## config.mk

```make
export PLATFORM = sky130hd
export DESIGN_NAME = intr_poller
export DESIGN_NICKNAME = d
export VERILOG_FILES = /design/src/rtl/intr_pkg.sv /design/src/rtl/intr_rst_sync.sv /design/src/rtl/intr_nmi_edge.sv /design/src/rtl/intr_irq_level.sv /design/src/rtl/intr_poll_hold.sv /design/src/rtl/intr_arbiter.sv /design/src/rtl/intr_poller.sv
export SDC_FILE = /design/constraint.sdc
export NUM_CORES = 1
export LEC_CHECK = 0
export ABC_AREA = 1
export BUFFER_PORTS_ARGS = -buffer_cell sky130_fd_sc_hd__buf_2
export CAP_MARGIN = 20
export CORE_AREA = 10 10 47 49
export CTS_CLUSTER_SIZE = 20
export DETAILED_ROUTE_END_ITERATION = 10
export DIE_AREA = 0 0 57 59
export PLACE_DENSITY = 0.56
export SKIP_CTS_REPAIR_TIMING = 1
export SYNTH_ARGS = -nofsm -noshare
export SYNTH_HDL_FRONTEND = slang
export SYNTH_HIERARCHICAL = 1
export SYNTH_SLANG_ARGS = --single-unit
```

## constraint.sdc

```tcl
create_clock -name clk -period 0.8 [get_ports clk]
set_input_delay 0.16 -clock clk [delete_from_list [all_inputs] [get_ports clk]]
set_output_delay 0.16 -clock clk [all_outputs]
set_load 0.005 [all_outputs]
```

## src/rtl/intr_pkg.sv

```systemverilog
package intr_pkg;
  typedef enum logic [1:0] {
    ENT_FETCH = 2'd0,
    ENT_NMI   = 2'd1,
    ENT_IRQ   = 2'd2
  } entry_e;
endpackage

```

## src/rtl/intr_rst_sync.sv

```systemverilog
module intr_rst_sync #(
  parameter int STAGES = 2
) (
  input  logic clk,
  input  logic arst_n,
  output logic srst_n
);
  logic [STAGES-1:0] sync_q;

  always_ff @(posedge clk or negedge arst_n) begin
    if (!arst_n) sync_q <= '0;
    else         sync_q <= {sync_q[STAGES-2:0], 1'b1};
  end

  assign srst_n = sync_q[STAGES-1];
endmodule

```

## src/rtl/intr_nmi_edge.sv

```systemverilog
module intr_nmi_edge (
  input  logic clk,
  input  logic rst_n,
  input  logic cyc_en,
  input  logic line_act,
  input  logic take,
  output logic pend
);
  logic prev_q, prev_d;
  logic pend_q, pend_d;
  logic fall;

  always_comb begin
    fall   = line_act & ~prev_q;
    prev_d = prev_q;
    pend_d = pend_q;
    if (cyc_en) begin
      prev_d = line_act;
      // a fresh edge survives an acknowledge in the same cycle
      pend_d = fall | (pend_q & ~take);
    end
  end

  always_ff @(posedge clk or negedge rst_n) begin
    if (!rst_n) begin
      prev_q <= 1'b0;
      pend_q <= 1'b0;
    end else begin
      prev_q <= prev_d;
      pend_q <= pend_d;
    end
  end

  assign pend = pend_q;
endmodule

```

## src/rtl/intr_irq_level.sv

```systemverilog
module intr_irq_level #(
  parameter int IRQ_SRC = 2
) (
  input  logic               clk,
  input  logic               rst_n,
  input  logic               cyc_en,
  input  logic [IRQ_SRC-1:0] irq_n,
  output logic               level
);
  logic [IRQ_SRC:0] any_act;
  logic             level_q, level_d;

  assign any_act[0] = 1'b0;
  for (genvar g = 0; g < IRQ_SRC; g++) begin : g_or
    assign any_act[g+1] = any_act[g] | ~irq_n[g];
  end

  always_comb begin
    level_d = level_q;
    if (cyc_en) level_d = any_act[IRQ_SRC];
  end

  always_ff @(posedge clk or negedge rst_n) begin
    if (!rst_n) level_q <= 1'b0;
    else        level_q <= level_d;
  end

  assign level = level_q;
endmodule

```

## src/rtl/intr_poll_hold.sv

```systemverilog
module intr_poll_hold (
  input  logic clk,
  input  logic rst_n,
  input  logic cyc_en,
  input  logic branch_t3,
  input  logic nmi_det,
  input  logic irq_det,
  output logic poll_nmi,
  output logic poll_irq
);
  logic snap_nmi_q, snap_nmi_d;
  logic snap_irq_q, snap_irq_d;

  always_comb begin
    snap_nmi_d = snap_nmi_q;
    snap_irq_d = snap_irq_q;
    if (cyc_en && !branch_t3) begin
      snap_nmi_d = nmi_det;
      snap_irq_d = irq_det;
    end
  end

  always_ff @(posedge clk or negedge rst_n) begin
    if (!rst_n) begin
      snap_nmi_q <= 1'b0;
      snap_irq_q <= 1'b0;
    end else begin
      snap_nmi_q <= snap_nmi_d;
      snap_irq_q <= snap_irq_d;
    end
  end

  assign poll_nmi = branch_t3 ? snap_nmi_q : nmi_det;
  assign poll_irq = branch_t3 ? snap_irq_q : irq_det;
endmodule

```

## src/rtl/intr_arbiter.sv

```systemverilog
module intr_arbiter
  import intr_pkg::*;
(
  input  logic clk,
  input  logic rst_n,
  input  logic cyc_en,
  input  logic last_cycle,
  input  logic i_flag,
  input  logic poll_nmi,
  input  logic poll_irq,
  output logic take_nmi,
  output logic start_nmi,
  output logic start_irq,
  output logic nmi_ack
);
  entry_e entry_q, entry_d;
  logic   ack_q, ack_d;
  logic   take_irq;

  always_comb begin
    take_nmi = cyc_en & last_cycle & poll_nmi;
    take_irq = cyc_en & last_cycle & ~poll_nmi & poll_irq & ~i_flag;
    entry_d  = entry_q;
    if (cyc_en) begin
      if (take_nmi)      entry_d = ENT_NMI;
      else if (take_irq) entry_d = ENT_IRQ;
      else               entry_d = ENT_FETCH;
    end
    ack_d = take_nmi;
  end

  always_ff @(posedge clk or negedge rst_n) begin
    if (!rst_n) begin
      entry_q <= ENT_FETCH;
      ack_q   <= 1'b0;
    end else begin
      entry_q <= entry_d;
      ack_q   <= ack_d;
    end
  end

  assign start_nmi = (entry_q == ENT_NMI);
  assign start_irq = (entry_q == ENT_IRQ);
  assign nmi_ack   = ack_q;
endmodule

```

## src/rtl/intr_poller.sv

```systemverilog
module intr_poller #(
  parameter int IRQ_SRC     = 2,
  parameter int SYNC_STAGES = 2
) (
  input  logic               clk,
  input  logic               rst_n,
  input  logic               cyc_en,
  input  logic               nmi_n,
  input  logic [IRQ_SRC-1:0] irq_n,
  input  logic               i_flag,
  input  logic               last_cycle,
  input  logic               branch_t3,
  output logic               start_nmi,
  output logic               start_irq,
  output logic               nmi_ack
);
  logic rst_sync_n;
  logic nmi_pend, irq_lvl;
  logic poll_nmi, poll_irq;
  logic take_nmi;

  intr_rst_sync #(.STAGES(SYNC_STAGES)) u_rst (
    .clk(clk), .arst_n(rst_n), .srst_n(rst_sync_n)
  );

  intr_nmi_edge u_nmi (
    .clk(clk), .rst_n(rst_sync_n), .cyc_en(cyc_en),
    .line_act(~nmi_n), .take(take_nmi), .pend(nmi_pend)
  );

  intr_irq_level #(.IRQ_SRC(IRQ_SRC)) u_irq (
    .clk(clk), .rst_n(rst_sync_n), .cyc_en(cyc_en),
    .irq_n(irq_n), .level(irq_lvl)
  );

  intr_poll_hold u_poll (
    .clk(clk), .rst_n(rst_sync_n), .cyc_en(cyc_en), .branch_t3(branch_t3),
    .nmi_det(nmi_pend), .irq_det(irq_lvl),
    .poll_nmi(poll_nmi), .poll_irq(poll_irq)
  );

  intr_arbiter u_arb (
    .clk(clk), .rst_n(rst_sync_n), .cyc_en(cyc_en), .last_cycle(last_cycle),
    .i_flag(i_flag), .poll_nmi(poll_nmi), .poll_irq(poll_irq),
    .take_nmi(take_nmi), .start_nmi(start_nmi), .start_irq(start_irq),
    .nmi_ack(nmi_ack)
  );
endmodule

```

# Word level (Yosys, flattened, before mapping)

Index checks and enable logic that the tools add are counted.

Register bits: 10
Input port bits: 9
Output and inout bits: 3
Logic and storage cells: 32

Eq/ne operators: 2
Muxes and demuxes: 4
Bitwise logic cells: 16
Reductions and logical operators: 2

Operators by type and width:

| kind                                                            | number |
|---|---|
| 1-bit bitwise AND                                               | 7 |
| 1-bit inverter                                                  | 7 |
| 2-bit two-way mux                                               | 2 |
| 2-bit by 1-bit == test with 1-bit output, second input constant | 1 |
| 2-bit == test, second input constant                            | 1 |
| 1-bit two-way mux                                               | 2 |
| 1-bit OR                                                        | 2 |
| 1-bit logical AND                                               | 1 |
| 1-bit zero test                                                 | 1 |

# Depth between registers and ports, before layout

Word-level depth: 7
Depth in mapped cells: 8
Mapped depth without buffers: 8

# Modules after synthesis

Netlist, hierarchy kept.

Modules (own cells, without submodules):

| module         | instances | cells each | area an instance (µm²) | seq. area each (µm²) |
|---|---|---|---|---|
| intr_arbiter   | 1         | 17         | 133.9                  | 75.1 |
| intr_poll_hold | 1         | 16         | 107.6                  | 50.0 |
| intr_nmi_edge  | 1         | 9          | 78.8                   | 50.0 |
| intr_rst_sync  | 1         | 3          | 53.8                   | 50.0 |
| intr_irq_level | 1         | 6          | 43.8                   | 25.0 |
| intr_poller    | 1         | 1          | 3.8                    | 0.0 |

# Worst setup path before layout

OpenSTA, ideal clock, no wires.

Kind: flip-flop to flip-flop
Start point: reg u_nmi.pend_q (netlist: u_nmi/pend)
End point: reg u_nmi.pend_q (netlist: u_nmi/pend)
Setup time: 117 ps
Data arrival time: 740 ps
Required time: 683 ps
Slack: -57 ps
Stages on the path, launching flop included: 8
Path buffers: 0
Clock period less this slack: 857 ps
Path through: dfrtp_1 > nand2_1 > nand2_1 > inv_1 > nor2_1 > nand2_1 > nand2_1 > nand2_1

Word-level cells in the longest chain between the ends: 5

RTL lines:

| item                     | RTL line             | RTL |
|---|---|---|
| start: declaration       | intr_nmi_edge.sv:10  | `logic pend_q, pend_d;` |
| start signal: assignment | intr_nmi_edge.sv:30  | `pend_q <= pend_d;` |
| 1-bit two-way mux        | intr_poll_hold.sv:33 | `assign poll_nmi = branch_t3 ? snap_nmi_q : nmi_det;` |
| named net poll_nmi       | intr_poller.sv:19    | `logic poll_nmi, poll_irq;` |
| 1-bit bitwise AND        | intr_arbiter.sv:21   | `take_nmi = cyc_en & last_cycle & poll_nmi;` |
| named net take_nmi       | intr_poller.sv:20    | `logic take_nmi;` |
| 1-bit inverter           | intr_nmi_edge.sv:20  | `pend_d = fall \| (pend_q & ~take);` |
| 1-bit bitwise AND        | intr_nmi_edge.sv:20  |  |
| 1-bit OR                 | intr_nmi_edge.sv:20  |  |

The timed path passes the listed nets, and every way through them passes these cells.
A chain may end at the register's enable or synchronous reset.

# Worst setup path after layout

Start point: reg u_arb.entry_q[0]
End point: out start_nmi

Word-level cells in the longest chain between the ends: 1

RTL lines:

| item                                     | RTL line           | RTL |
|---|---|---|
| start: declaration                       | intr_arbiter.sv:16 | `entry_e entry_q, entry_d;` |
| start signal: assignment                 | intr_arbiter.sv:37 | `entry_q <= entry_d;` |
| 2-bit by 1-bit == test with 1-bit output | intr_arbiter.sv:42 | `assign start_nmi = (entry_q == ENT_NMI);` |
| end: declaration                         | intr_poller.sv:13  | `output logic start_nmi,` |

No other way between the ends.

==> results_dict.tcl <==
set metrics [dict create \
    cp-startpoint "u_arb/entry_q[0]" \
    hold_violations 0 \
    dieArea_mm2 0.003363 \
    cts_buffers 3 \
    hp-class "flop to async pin" \
    antenna_cells 0 \
    required_ns 0.64 \
    cap_violations 0 \
    wl_per_cell_um 10.34 \
    nets 87 \
    final_cell_mix "nand2_1, buf_2, dfrtp_1, buf_4, inv_2" \
    max_stage_delay_ns 0.37 \
    r2r-start "u_poll/snap_nmi_q" \
    dpl.hpwl_um 706.6 \
    layout_commonest_cell "nand2_1" \
    cp_max_fo 2 \
    cp-end-kind "primary output" \
    clk-insertion-delay-late_ns 0.25 \
    p_per_area_mw_per_mm2 1873 \
    cp_top_family "flip-flops" \
    synth_cells 52 \
    worstPathCellList "inv_2, nor2_1, buf_2" \
    drt_first_pass_iters 4 \
    clock_path_buffers 2 \
    period_share_pct 128.9 \
    rows 14 \
    start_util_pct 30.09 \
    cp_slowest_cell "dfrtp_1" \
    final_core_util_pct 44.20 \
    viasPerCell 4.239 \
    grt_pass1_vias 355 \
    setup_viol 6 \
    drive_above_1_share_pct 43.42 \
    placed_cells 85 \
    core_mm2 0.001401 \
    vias 390 \
    wl_um 951 \
    grt_usage_pct 5.529 \
    cts_root_buffer "clkbuf_4" \
    syn-num-nets 61 \
    hold_ws_ns 0.1339 \
    gp_congestion 0.6685 \
    design.portCount 12 \
    overflow 0 \
    drtIter0Drc 11 \
    p_leak_nw 0.3543 \
    drv_slew 0 \
    antenna_found_initial 0 \
    critPathBufInv 2 \
    clock_sinks 10 \
    ys_ff_latch 10 \
    setup_tns_ns -0.7304 \
    die_h_um 59 \
    setup_slack_ns -0.2316 \
    avgSynthCellArea_um2 8.109 \
    yosysSeqAreaShare_pct 59.35 \
    final_cells 92 \
    grt_pass1_wl_mm 1.476 \
    fill_cells 148 \
    netlist-cell-type-count 11 \
    die_w_um 57 \
    ant_nets 0 \
    area_delta_synth_final_pct 46.88 \
    fin_skew_ns 0.003588 \
    yosys_warnings 6 \
    startpoint_type "flop" \
    grt_max_degree 10 \
    outcome "finished, violations left" \
    period_needed_ns 1.032 \
    critical_path_class "flop to primary output" \
    cts_tree "yes" \
    rsz0062_at_grt "true" \
    arrival_ns 0.87 \
    io_buffers 11 \
    syn-cell-area_um2 421.7 \
    violations "negative setup slack" \
    h-tree-depth 1 \
    clk_pin_slew_ns 0.06 \
    timing.fmax_mhz 969.4 \
    ir_worst_vdd_mv 0.8161 \
    drc_errors 0 \
]
-- worst paths after layout --
path                       slack, ns                 to  cells after the start
min reg2reg                     0.13  u_poll/snap_nmi_q                      0
min in group clk                0.14        u_irq/level                      4
max reg2reg                    -0.11         u_nmi/pend                      7
max                            -0.23          start_nmi                      3
max in group asynchronous       0.41         u_nmi/pend                      0
min                             0.13  u_poll/snap_nmi_q                      0
-- area by class of cell --
| class | instances | area, um^2 | area share [%] |
|---|---|---|---|
| Sequential cell | 10 | 250.2 | 40.40 |
| Multi-Input combinational cell | 33 | 156.4 | 25.25 |
| Timing Repair Buffer | 21 | 136.4 | 22.02 |
| Clock buffer | 3 | 22.52 | 3.636 |
| Inverter | 9 | 33.78 | 5.455 |
| Tap cell | 16 | 20.02 | 3.232 |
-- report_power, final --
| part | internal (mW) | switching (mW) | total [mW] |
|---|---|---|---|
| combinational | 0.128 | 0.116 | 0.244 |
| clock | 0.172 | 0.147 | 0.320 |
| sequential | 0.561 | 0.0356 | 0.597 |
| total | 0.861 | 0.299 | 1.16 |
-- synthesized netlist by cell type (all sizes together) --
master   n  area (um^2)
nand3    4        20.02
dfrtp   10        250.2
or2      1        6.260
inv      9        33.79
conb     1        3.750
o21ai    1        5.000
nor2     4        15.01
nand2   21        81.33
o22ai    1        6.260
-- sequential cells by signal (all words and copies together) (netlist names) --
name               cells
u_rst/sync_q           2
u_irq/level            1
u_arb/nmi_ack          1
u_nmi/prev_q           1
u_arb/entry_q          2
u_nmi/pend             1
u_poll/snap_nmi_q      1
u_poll/snap_irq_q      1
-- metal layers --
metal | vias up | routed length (um) | global-route usage [%]
met1 | 181 | 437 | 6.303
met3 | 0 | 42 | 2.790
li1 | 203 | - | -
met5 | - | 0 | 0
met4 | 0 | 0 | 3.020
met2 | 6 | 472 | 8.217
-- worst reg2reg max path, delay by kind of cell, from the launching register on --
kind          cells  cell delay (ns)
simple gates      6             0.39
flops             1             0.34
buf+inv           1             0.06
-- cell families (layout without fill, tap and decap cells) --
family                 after synthesis  count (layout)  synth area share [%]
other                                1               1                0.8894
AO/OA/AOI/OAI                        2               2                 2.670
buffers and inverters                9              33                 8.014
AND/OR/NAND/NOR                     30              30                 29.08
flip-flops                          10              10                 59.35
-- metrics by stage --
step | total power [mW] | area (um^2) | worst slack [ns]
2_1_floorplan | 0.6946 | 424.2 | -0.01599
3_3_place_gp | 0.7970 | 544.3 | -0.1015
3_5_place_dp | 0.7997 | 544.3 | -0.09897
4_1_cts | 1.131 | 566.8 | -0.2513
5_1_grt | 1.249 | 619.3 | -0.3026
6_report | 1.160 | 619.3 | -0.2316
Note: power is estimated with default switching activity, not from simulation.
